`src/rtl/ptw_pkg.sv`:
```
// Package: shared constants and types for the page table walker.
// Assumes 4-byte table entries; bit positions below are decoded by the walker.
package ptw_pkg;
    localparam int ENTRY_BYTES_LOG2 = 2;
    localparam int BIT_PRESENT      = 0;
    localparam int BIT_READ_OK      = 1;
    localparam int BIT_WRITE_OK     = 2;

    typedef enum logic [2:0] {
        W_IDLE,
        W_DIR_REQ,
        W_DIR_WAIT,
        W_PTE_REQ,
        W_PTE_WAIT,
        W_RESULT
    } walk_state_t;

    typedef enum logic [1:0] {
        ST_OK    = 2'b00,
        ST_FAULT = 2'b01,
        ST_BUS   = 2'b10
    } walk_status_t;
endpackage

```
`src/rtl/ptw_entry_addr.sv`:
```
// Module: byte address of one table entry.
// Assumes the table base is aligned to ALIGN_W bits, so the low bits of the
// base are dropped, and adds the scaled index.
module ptw_entry_addr #(
    parameter int ADDR_W  = 32,
    parameter int IDX_W   = 10,
    parameter int ALIGN_W = 12
) (
    input  logic [ADDR_W-1:0] base,
    input  logic [IDX_W-1:0]  index,
    output logic [ADDR_W-1:0] entry_addr
);
    import ptw_pkg::*;

    localparam int PAD_W = ADDR_W - IDX_W - ENTRY_BYTES_LOG2;

    logic [ADDR_W-1:0] aligned_base;
    logic [ADDR_W-1:0] scaled_index;

    // Align the base and add the index scaled by the entry size.
    always_comb begin
        aligned_base = {base[ADDR_W-1:ALIGN_W], {ALIGN_W{1'b0}}};
        scaled_index = {{PAD_W{1'b0}}, index, {ENTRY_BYTES_LOG2{1'b0}}};
        entry_addr   = aligned_base + scaled_index;
    end
endmodule

```
`src/rtl/ptw_entry_decode.sv`:
```
// Module: decode of a fetched table entry.
// Assumes frame number in the upper bits, present flag in bit 0, and for leaf
// (page) entries read/write permission in bits 1 and 2.
module ptw_entry_decode #(
    parameter int ADDR_W = 32,
    parameter int PAGE_W = 12
) (
    input  logic [ADDR_W-1:0] entry,
    input  logic              is_leaf,
    input  logic              is_write,
    output logic              present,
    output logic              allowed,
    output logic [ADDR_W-1:0] frame_addr
);
    import ptw_pkg::*;

    // Extract presence, permission verdict and frame address.
    always_comb begin
        present    = entry[BIT_PRESENT];
        frame_addr = {entry[ADDR_W-1:PAGE_W], {PAGE_W{1'b0}}};
        if (is_leaf)
            allowed = is_write ? entry[BIT_WRITE_OK] : entry[BIT_READ_OK];
        else
            allowed = 1'b1;
    end
endmodule

```
`src/rtl/ptw_walker.sv`:
```
// Module: two-level page table walker (top).
// Accepts one translation at a time, reads the directory entry and then the
// page entry through a single-outstanding memory read port, and holds one
// result until it is consumed. Assumes the memory returns exactly one
// response per accepted read, and only while the walker waits for it.
module ptw_walker #(
    parameter int ADDR_W    = 32,
    parameter int DIR_IDX_W = 10,
    parameter int PT_IDX_W  = 10,
    parameter int PAGE_W    = 12
) (
    input  logic              clk,
    input  logic              rst_n,
    input  logic              req_valid,
    output logic              req_ready,
    input  logic [ADDR_W-1:0] req_vaddr,
    input  logic              req_write,
    input  logic [ADDR_W-1:0] dir_base,
    output logic              mem_req_valid,
    input  logic              mem_req_ready,
    output logic [ADDR_W-1:0] mem_req_addr,
    input  logic              mem_rsp_valid,
    input  logic [ADDR_W-1:0] mem_rsp_data,
    input  logic              mem_rsp_err,
    output logic              rsp_valid,
    input  logic              rsp_ready,
    output logic [1:0]        rsp_status,
    output logic [ADDR_W-1:0] rsp_paddr,
    output logic [ADDR_W-1:0] rsp_fault_addr,
    output logic              rsp_fault_write
);
    import ptw_pkg::*;

    localparam int DIR_LSB = PT_IDX_W + PAGE_W;
    localparam int DIR_MSB = DIR_LSB + DIR_IDX_W - 1;
    localparam int PT_MSB  = PAGE_W + PT_IDX_W - 1;

    walk_state_t       state;
    logic [ADDR_W-1:0] va_q;
    logic              wr_q;
    logic [ADDR_W-1:0] addr_q;
    walk_status_t      status_q;
    logic [ADDR_W-1:0] paddr_q;

    logic [ADDR_W-1:0] dir_entry_addr;
    logic [ADDR_W-1:0] pte_entry_addr;
    logic              ent_present;
    logic              ent_allowed;
    logic [ADDR_W-1:0] ent_frame;
    logic              in_leaf;
    logic              rsp_arrives;

    // Directory entry address from the incoming request.
    ptw_entry_addr #(.ADDR_W(ADDR_W), .IDX_W(DIR_IDX_W), .ALIGN_W(PAGE_W)) u_dir_addr (
        .base       (dir_base),
        .index      (req_vaddr[DIR_MSB:DIR_LSB]),
        .entry_addr (dir_entry_addr)
    );

    // Decode of whichever entry is being returned.
    ptw_entry_decode #(.ADDR_W(ADDR_W), .PAGE_W(PAGE_W)) u_decode (
        .entry      (mem_rsp_data),
        .is_leaf    (in_leaf),
        .is_write   (wr_q),
        .present    (ent_present),
        .allowed    (ent_allowed),
        .frame_addr (ent_frame)
    );

    // Page entry address from the returned directory entry.
    ptw_entry_addr #(.ADDR_W(ADDR_W), .IDX_W(PT_IDX_W), .ALIGN_W(PAGE_W)) u_pte_addr (
        .base       (ent_frame),
        .index      (va_q[PT_MSB:PAGE_W]),
        .entry_addr (pte_entry_addr)
    );

    // Status flags that the handshake outputs are built from.
    always_comb begin
        in_leaf     = (state == W_PTE_WAIT);
        rsp_arrives = mem_rsp_valid &&
                      ((state == W_DIR_WAIT) || (state == W_PTE_WAIT));
    end

    // Walk sequencer: request capture, two fetches, result hold.
    always_ff @(posedge clk) begin
        if (!rst_n) begin
            state    <= W_IDLE;
            va_q     <= '0;
            wr_q     <= 1'b0;
            addr_q   <= '0;
            status_q <= ST_OK;
            paddr_q  <= '0;
        end else begin
            case (state)
                W_IDLE: begin
                    if (req_valid) begin
                        va_q   <= req_vaddr;
                        wr_q   <= req_write;
                        addr_q <= dir_entry_addr;
                        state  <= W_DIR_REQ;
                    end
                end
                W_DIR_REQ: begin
                    if (mem_req_ready) state <= W_DIR_WAIT;
                end
                W_DIR_WAIT: begin
                    if (mem_rsp_valid) begin
                        if (mem_rsp_err) begin
                            status_q <= ST_BUS;
                            paddr_q  <= '0;
                            state    <= W_RESULT;
                        end else if (!ent_present) begin
                            status_q <= ST_FAULT;
                            paddr_q  <= '0;
                            state    <= W_RESULT;
                        end else begin
                            addr_q <= pte_entry_addr;
                            state  <= W_PTE_REQ;
                        end
                    end
                end
                W_PTE_REQ: begin
                    if (mem_req_ready) state <= W_PTE_WAIT;
                end
                W_PTE_WAIT: begin
                    if (mem_rsp_valid) begin
                        state <= W_RESULT;
                        if (mem_rsp_err) begin
                            status_q <= ST_BUS;
                            paddr_q  <= '0;
                        end else if (!ent_present || !ent_allowed) begin
                            status_q <= ST_FAULT;
                            paddr_q  <= '0;
                        end else begin
                            status_q <= ST_OK;
                            paddr_q  <= ent_frame | {{(ADDR_W-PAGE_W){1'b0}}, va_q[PAGE_W-1:0]};
                        end
                    end
                end
                W_RESULT: begin
                    if (rsp_ready) state <= W_IDLE;
                end
                default: state <= W_IDLE;
            endcase
        end
    end

    // Port view of the sequencer state.
    always_comb begin
        req_ready       = (state == W_IDLE);
        mem_req_valid   = (state == W_DIR_REQ) || (state == W_PTE_REQ);
        mem_req_addr    = addr_q;
        rsp_valid       = (state == W_RESULT);
        rsp_status      = status_q;
        rsp_paddr       = paddr_q;
        rsp_fault_addr  = va_q;
        rsp_fault_write = wr_q;
    end

    // an accepted request blocks the next one for at least a cycle.
    a_r2_single_walk: assert property (@(posedge clk) disable iff (!rst_n)
        (req_valid && req_ready) |=> !req_ready);

    // an absent directory entry issues no page-entry read.
    a_r5_no_second_read: assert property (@(posedge clk) disable iff (!rst_n)
        (state == W_DIR_WAIT && mem_rsp_valid && !mem_rsp_err && !mem_rsp_data[0])
        |=> (!mem_req_valid && rsp_valid && rsp_status == ST_FAULT));

    // an error response always ends the walk as a bus error.
    a_r10_bus_error: assert property (@(posedge clk) disable iff (!rst_n)
        (rsp_arrives && mem_rsp_err) |=> (rsp_valid && rsp_status == ST_BUS));

    // a memory read request is held until taken.
    a_r11_mem_hold: assert property (@(posedge clk) disable iff (!rst_n)
        (mem_req_valid && !mem_req_ready) |=> (mem_req_valid && $stable(mem_req_addr)));

    // a result is held until consumed.
    a_r12_rsp_hold: assert property (@(posedge clk) disable iff (!rst_n)
        (rsp_valid && !rsp_ready) |=> (rsp_valid && $stable(rsp_status) &&
                                       $stable(rsp_paddr) && $stable(rsp_fault_addr) &&
                                       $stable(rsp_fault_write)));
endmodule

```
`config.mk`:
```
export PLATFORM = sky130hd
export DESIGN_NAME = ptw_walker
export DESIGN_NICKNAME = d
export VERILOG_FILES = /design/src/rtl/ptw_pkg.sv /design/src/rtl/ptw_entry_addr.sv /design/src/rtl/ptw_entry_decode.sv /design/src/rtl/ptw_walker.sv
export SDC_FILE = /design/constraint.sdc
export NUM_CORES = 1
export LEC_CHECK = 0
export BUFFER_PORTS_ARGS = -buffer_cell sky130_fd_sc_hd__buf_2
export CELL_PAD_IN_SITES_DETAIL_PLACEMENT = 0
export CELL_PAD_IN_SITES_GLOBAL_PLACEMENT = 1
export CORE_AREA = 3 3 124 126
export DETAILED_ROUTE_END_ITERATION = 6
export DIE_AREA = 0 0 127 129
export GPL_TIMING_DRIVEN = 0
export HOLD_SLACK_MARGIN = 0.06
export PLACE_DENSITY = 0.73
export SLEW_MARGIN = 20
export SYNTH_ARGS = -nofsm -noshare
export SYNTH_HDL_FRONTEND = slang
export SYNTH_SLANG_ARGS = --single-unit
```
`constraint.sdc`:
```
create_clock -name clk -period 1.6 [get_ports clk]
set_input_delay 0.32 -clock clk [delete_from_list [all_inputs] [get_ports clk]]
set_output_delay 0.32 -clock clk [all_outputs]
set_load 0.05 [all_outputs]
```
# ---- Word level (Yosys, flattened, before mapping)
# Index checks and enable logic that the tools add are counted.
dict set report classes {
  add_sub_neg 2
  eq_ne 14
  mux 30
  bitwise_logic 1
  n_reduce_logical 11
}
# operator n
set ops {}
lappend ops {{$mux W32} 10}
lappend ops {{$pmux W32 S2} 2}
lappend ops {{$add A32 B12 Y32} 2}
lappend ops {{$or A32 B12 Y32} 1}
lappend ops {{$mux W3} 8}
lappend ops {{$pmux W3 S6} 1}
lappend ops {{$ne A2 B2 Y1 const B} 7}
lappend ops {{$mux W2} 5}
lappend ops {{$eq A3 B2 Y1 const B} 2}
lappend ops {{$eq A3 B3 Y1 const B} 2}
lappend ops {{$reduce_and A6 Y1} 1}
lappend ops {{$reduce_and A5 Y1} 1}
lappend ops {{$pmux W2 S2} 1}
lappend ops {{$reduce_and A4 Y1} 1}
lappend ops {{$reduce_bool A2 Y1} 2}
lappend ops {{$eq A3 B1 Y1 const B} 1}
lappend ops {{$logic_not A3 Y1} 1}
lappend ops {{$mux W1} 3}
lappend ops {{$ne A3 B3 Y1 const B} 1}
lappend ops {{$logic_not A1 Y1} 2}
lappend ops {{$logic_or A1 B1 Y1} 2}
lappend ops {{$ne A2 B1 Y1 const B} 1}
lappend ops {{$reduce_and A2 Y1} 1}
dict set report word_totals {
  regBits 102
  inputBits 104
  output_inout_bits 102
  elab_cells 64
}

# ---- Logic depth before layout (Yosys ltp)
dict set report depth {
  ltp_word 8
  ltp_mapped 7
  depth_no_buf 4
}

# ---- Cells and area by module
# A second synthesis with hierarchy kept.
dict set report unflattened {
  cells_unflattened 591
  area_unflattened_um2 5022.3
}
# module instances cells_per_inst area_per_inst_um2 seq_area_each_um2
set by_module_without_submodules {}
lappend by_module_without_submodules {ptw_walker 1 489 4269.1 2042.0}
lappend by_module_without_submodules {ptw_entry_addr 2 33 244.0 0.0}
lappend by_module_without_submodules {ptw_entry_decode 1 36 265.3 0.0}

# ---- Worst setup path before layout
# No wires, ideal clock.
dict set report synth_timing {
  path_type {register to output}
  start {reg state[2]}
  end {out req_ready}
  t_arrival_ps 1441
  t_required_ps 1280
  path_slack_ps -161
  path_stages_with_launch 5
  n_path_buf 2
  cell_sequence {dfxtp_1 > buf_2 > or2_1 > buf_2 > nor2_1}
}
dict set report synth_between {
  elab_chain_len 1
}
# item line
set synth_lines {}
lappend synth_lines {{start: declaration} ptw_walker.sv:38} ;# walk_state_t state;
lappend synth_lines {{start signal: assignment} ptw_walker.sv:87} ;# state <= W_IDLE;
lappend synth_lines {{start signal: assignment} ptw_walker.sv:100} ;# state <= W_DIR_REQ;
lappend synth_lines {{start signal: assignment} ptw_walker.sv:104} ;# if (mem_req_ready) state <= W_DIR_WAIT;
lappend synth_lines {{$logic_not A3 Y1} ptw_walker.sv:150} ;# req_ready = (state == W_IDLE);
lappend synth_lines {{end: declaration} ptw_walker.sv:15} ;# output logic req_ready,
# No other way between the ends.

# ---- Worst setup path in the final report
dict set report layout_timing {
  start {reg state[2]}
  end {reg addr_q[19] (netlist: mem_req_addr[19])}
}
dict set report layout_between {
  elab_chain_len 3
  elab_cells_between_ends 9
  classes_between {5 x eq/ne; 1 x mux; 3 x reduce/logical}
}
# item line
set layout_lines {}
lappend layout_lines {{$eq A3 B2 Y1 / $logic_not A3 Y1 (equally long branches)} ptw_walker.sv:94} ;# case (state)
lappend layout_lines {{$ne A2 B2 Y1 (no source line) / $reduce_bool A2 Y1 (equally long branches)} --}
lappend layout_lines {{$reduce_and A5 Y1 (no source line)} --}
lappend layout_lines {{end signal: assignment} ptw_walker.sv:99} ;# addr_q <= dir_entry_addr;
lappend layout_lines {{end signal: assignment} ptw_walker.sv:117} ;# addr_q <= pte_entry_addr;
lappend layout_lines {{end: declaration} ptw_walker.sv:41} ;# logic [ADDR_W-1:0] addr_q;
# Several ways; a longest one is shown, not always the timed one.
# A chain may end at the register's enable or synchronous reset.

==> metrics.cfg <==
[timing]
finalCritPeriodShare = 1.00
timing.final.ws_setup_ns = -0.00758
skew_ns = 0.00785
max_freq_mhz = 622
worst_slew_pin_slew_ns = 0.856
hold_viol_final = 0
fin_crit_ns = 1.61
setup_viol = 3
rsz0062_at_grt = yes
fin_setup_tns_ns = -0.0131
slew-limit-headroom = 0.429
drv_slew = 0
whs_ns = 0.206

[clocking]
cts-htree-levels = 3
cts.path.max_buffers = 2
worstSkewPairLatency_ns = 0.35
cts-root-buf = clkbuf_16
clkSlewWorstSetupHoldPaths_ns = 0.07
numCtsBuffers = 9
cts_num_sinks = 100
cts_hold_buf = 0
cts_tree = built

[min_path]
hold_class = in -> reg

[die]
core_um2 = 14400
dieArea_um2 = 16400
die_height_um = 129
rows = 44
die_w_um = 127
start_util = 0.299
io_pins = 206

[detailed_routing]
wirelength_um = 14100
drtIter0Drc = 120
vias_per_cell = 4.59
drc = 0
num_vias = 4020
routedWlPerCell_um = 16.1
firstDrtPassIters = 4
ant_nets = 0

[grt]
grt_util_all_layers = 0.161
grt_first_pass_wirelength_um = 20900
grt_pass1_vias = 4021
grt_max_degree = 16
antenna_found_initial = 0
grt_overflow = 0

[placement]
dp_hpwl_um = 10300
placed_area_um2 = 5470
io_buffers = 181
gp_congestion = 0.772

[finish]
finalInstanceArea_um2 = 6520
drive_above_1_share = 0.485
insertedDiodeCount = 0
fin_nets = 790
utilization = 0.452
num-fill-cells = 1444
regArea_um2 = 2010
multi_input_area_um2 = 2450
synthToLayoutAreaGrowth_pct = 51.0

[job]
timing.max_cap.violations = 0

[status]
violations = setup timing
status = finished with violations

[worst_setup_path]
cp_max_fo = 5
critPathCaptureType = flip-flop
path_class = reg -> reg
required_ns = 1.79
cp-start-kind = flip-flop
crit_arrival_ns = 1.80

[synthesis]
ys_seq_elements = 100
syn_avg_cell_area_um2 = 9.13
synth_cells = 473
ys_seq_area_frac = 0.463
synth_warnings = 0
yosysUniqueCellTypes = 35
netlist_area_um2 = 4320

[power]
peakVddDrop_uv = 787
total_leakage_power_uw = 0.00297
p_per_area_nw_per_um2 = 1840

stage by stage:
step           worst slack [ns]  instances  power [uW]
2_1_floorplan            0.0144        474        7510
3_3_place_gp             -0.502        839        8710
6_report               -0.00758        875       12000
3_5_place_dp             -0.517        839        8780
5_1_grt                 -0.0635        875       12600
4_1_cts                 -0.0554        863       11600
critical path, stage by stage (launching register included):
cell and delay (ns):
dfxtp_2 0.35, or2_4 0.30, nor2_4 0.14, buf_8 0.15, clkbuf_16 0.18, mux2i_1 0.23, a211oi_2 0.09
cells in the mapped netlist:
master / n / area share
inv_1: 1 / 0.00087
a21boi_0: 5 / 0.0087
clkbuf_1: 13 / 0.011
a221oi_4: 1 / 0.0061
mux2i_1: 65 / 0.15
nor4_2: 1 / 0.0029
o21ai_0: 4 / 0.0046
nand2b_1: 4 / 0.0058
nor2_1: 33 / 0.029
nor2_2: 2 / 0.0029
nor3b_1: 2 / 0.0035
a21boi_1: 1 / 0.0017
nand2_1: 136 / 0.12
a21oi_1: 30 / 0.035
buf_2: 15 / 0.017
or4_1: 1 / 0.0017
nor4bb_1: 1 / 0.0023
buf_4: 6 / 0.010
nand3b_1: 1 / 0.0017
a211oi_2: 30 / 0.087
a211o_1: 1 / 0.0020
and3_1: 1 / 0.0014
conb_1: 1 / 0.00087
nor3_1: 2 / 0.0023
clkinv_1: 1 / 0.00087
a31o_2: 2 / 0.0041
a2111o_1: 1 / 0.0026
o22ai_1: 1 / 0.0014
clkbuf_4: 2 / 0.0035
and2_1: 1 / 0.0014
nand3_1: 1 / 0.0012
dfxtp_1: 100 / 0.46
nor2b_1: 3 / 0.0043
buf_6: 3 / 0.0078
or2_1: 1 / 0.0014
cells by family after synthesis:
kind of cell	count (synthesis)	synth area share
AO/OA/AOI/OAI	76	0.153
multiplexers	65	0.151
flip-flops	100	0.463
AND/OR/NAND/NOR	190	0.180
buffers and inverters	41	0.0521
other	1	0.000868
power breakdown:
group | switching, uW | leakage (uW) | total (uW) | internal (uW)
clock | 941 | 0.000156 | 2280 | 1340
sequential | 354 | 0.000820 | 3390 | 3030
combinational | 4070 | 0.00199 | 6300 | 2230
registers in the layout, summed over array words and instances, names as in the netlist:
register / flops
mem_req_addr: 30
rsp_fault_addr: 32
rsp_fault_write: 1
rsp_paddr: 32
rsp_status: 2
state: 3
layout make-up:
cell class | instances | area share
Clock inverter | 3 | 0.00672
Clock buffer | 13 | 0.0415
Buffer | 37 | 0.0501
Tap cell | 184 | 0.0353
Sequential cell | 100 | 0.308
Inverter | 2 | 0.00115
Timing Repair Buffer | 203 | 0.182
Multi-Input combinational cell | 333 | 0.375
cell usage in the layout (no fill, tap or decap), types with 18 or more instances in the layout:
cell type / instances
a211oi_2: 30
a21oi_1: 30
buf_2: 182
buf_4: 23
dfxtp_1: 96
mux2i_1: 41
mux2i_4: 19
nand2_1: 118
nand2_2: 18
nor2_1: 32
timing repair:
action / 4_1_cts / 5_1_grt
setup endpoints to repair: 99 / 96
resized for setup: 48 / 75
pin swaps: 3 / 15
endpoints found under the hold margin: 0 / 0
cloned: 1 / 4
buffers inserted: 8 / 9
metal layers:
layer,global-route usage,routed length [um],share of wire,vias to the layer above
li1,-,-,-,2022
met1,0.202,6240,0.44,1867
met2,0.272,6880,0.49,118
met3,0.0415,804,0.057,13
met4,0.0517,178,0.013,0
met5,0,0,0,-
final timing paths:
kind / to / slack (ns) / cells after the start / startpoint
min reg2reg: rsp_fault_addr[24]$_SDFFE_PN0P_ / 0.45 / 2 / rsp_fault_addr[24]$_SDFFE_PN0P_
max reg2reg: mem_req_addr[19]$_SDFFE_PN0P_ / -0.008 / 6 / state[2]$_SDFFE_PN0P_
max: mem_req_addr[19]$_SDFFE_PN0P_ / -0.008 / 6 / state[2]$_SDFFE_PN0P_
min: rsp_fault_addr[13]$_SDFFE_PN0P_ / 0.21 / 3 / req_vaddr[13]
Note: power is estimated with default switching activity, not from simulation.
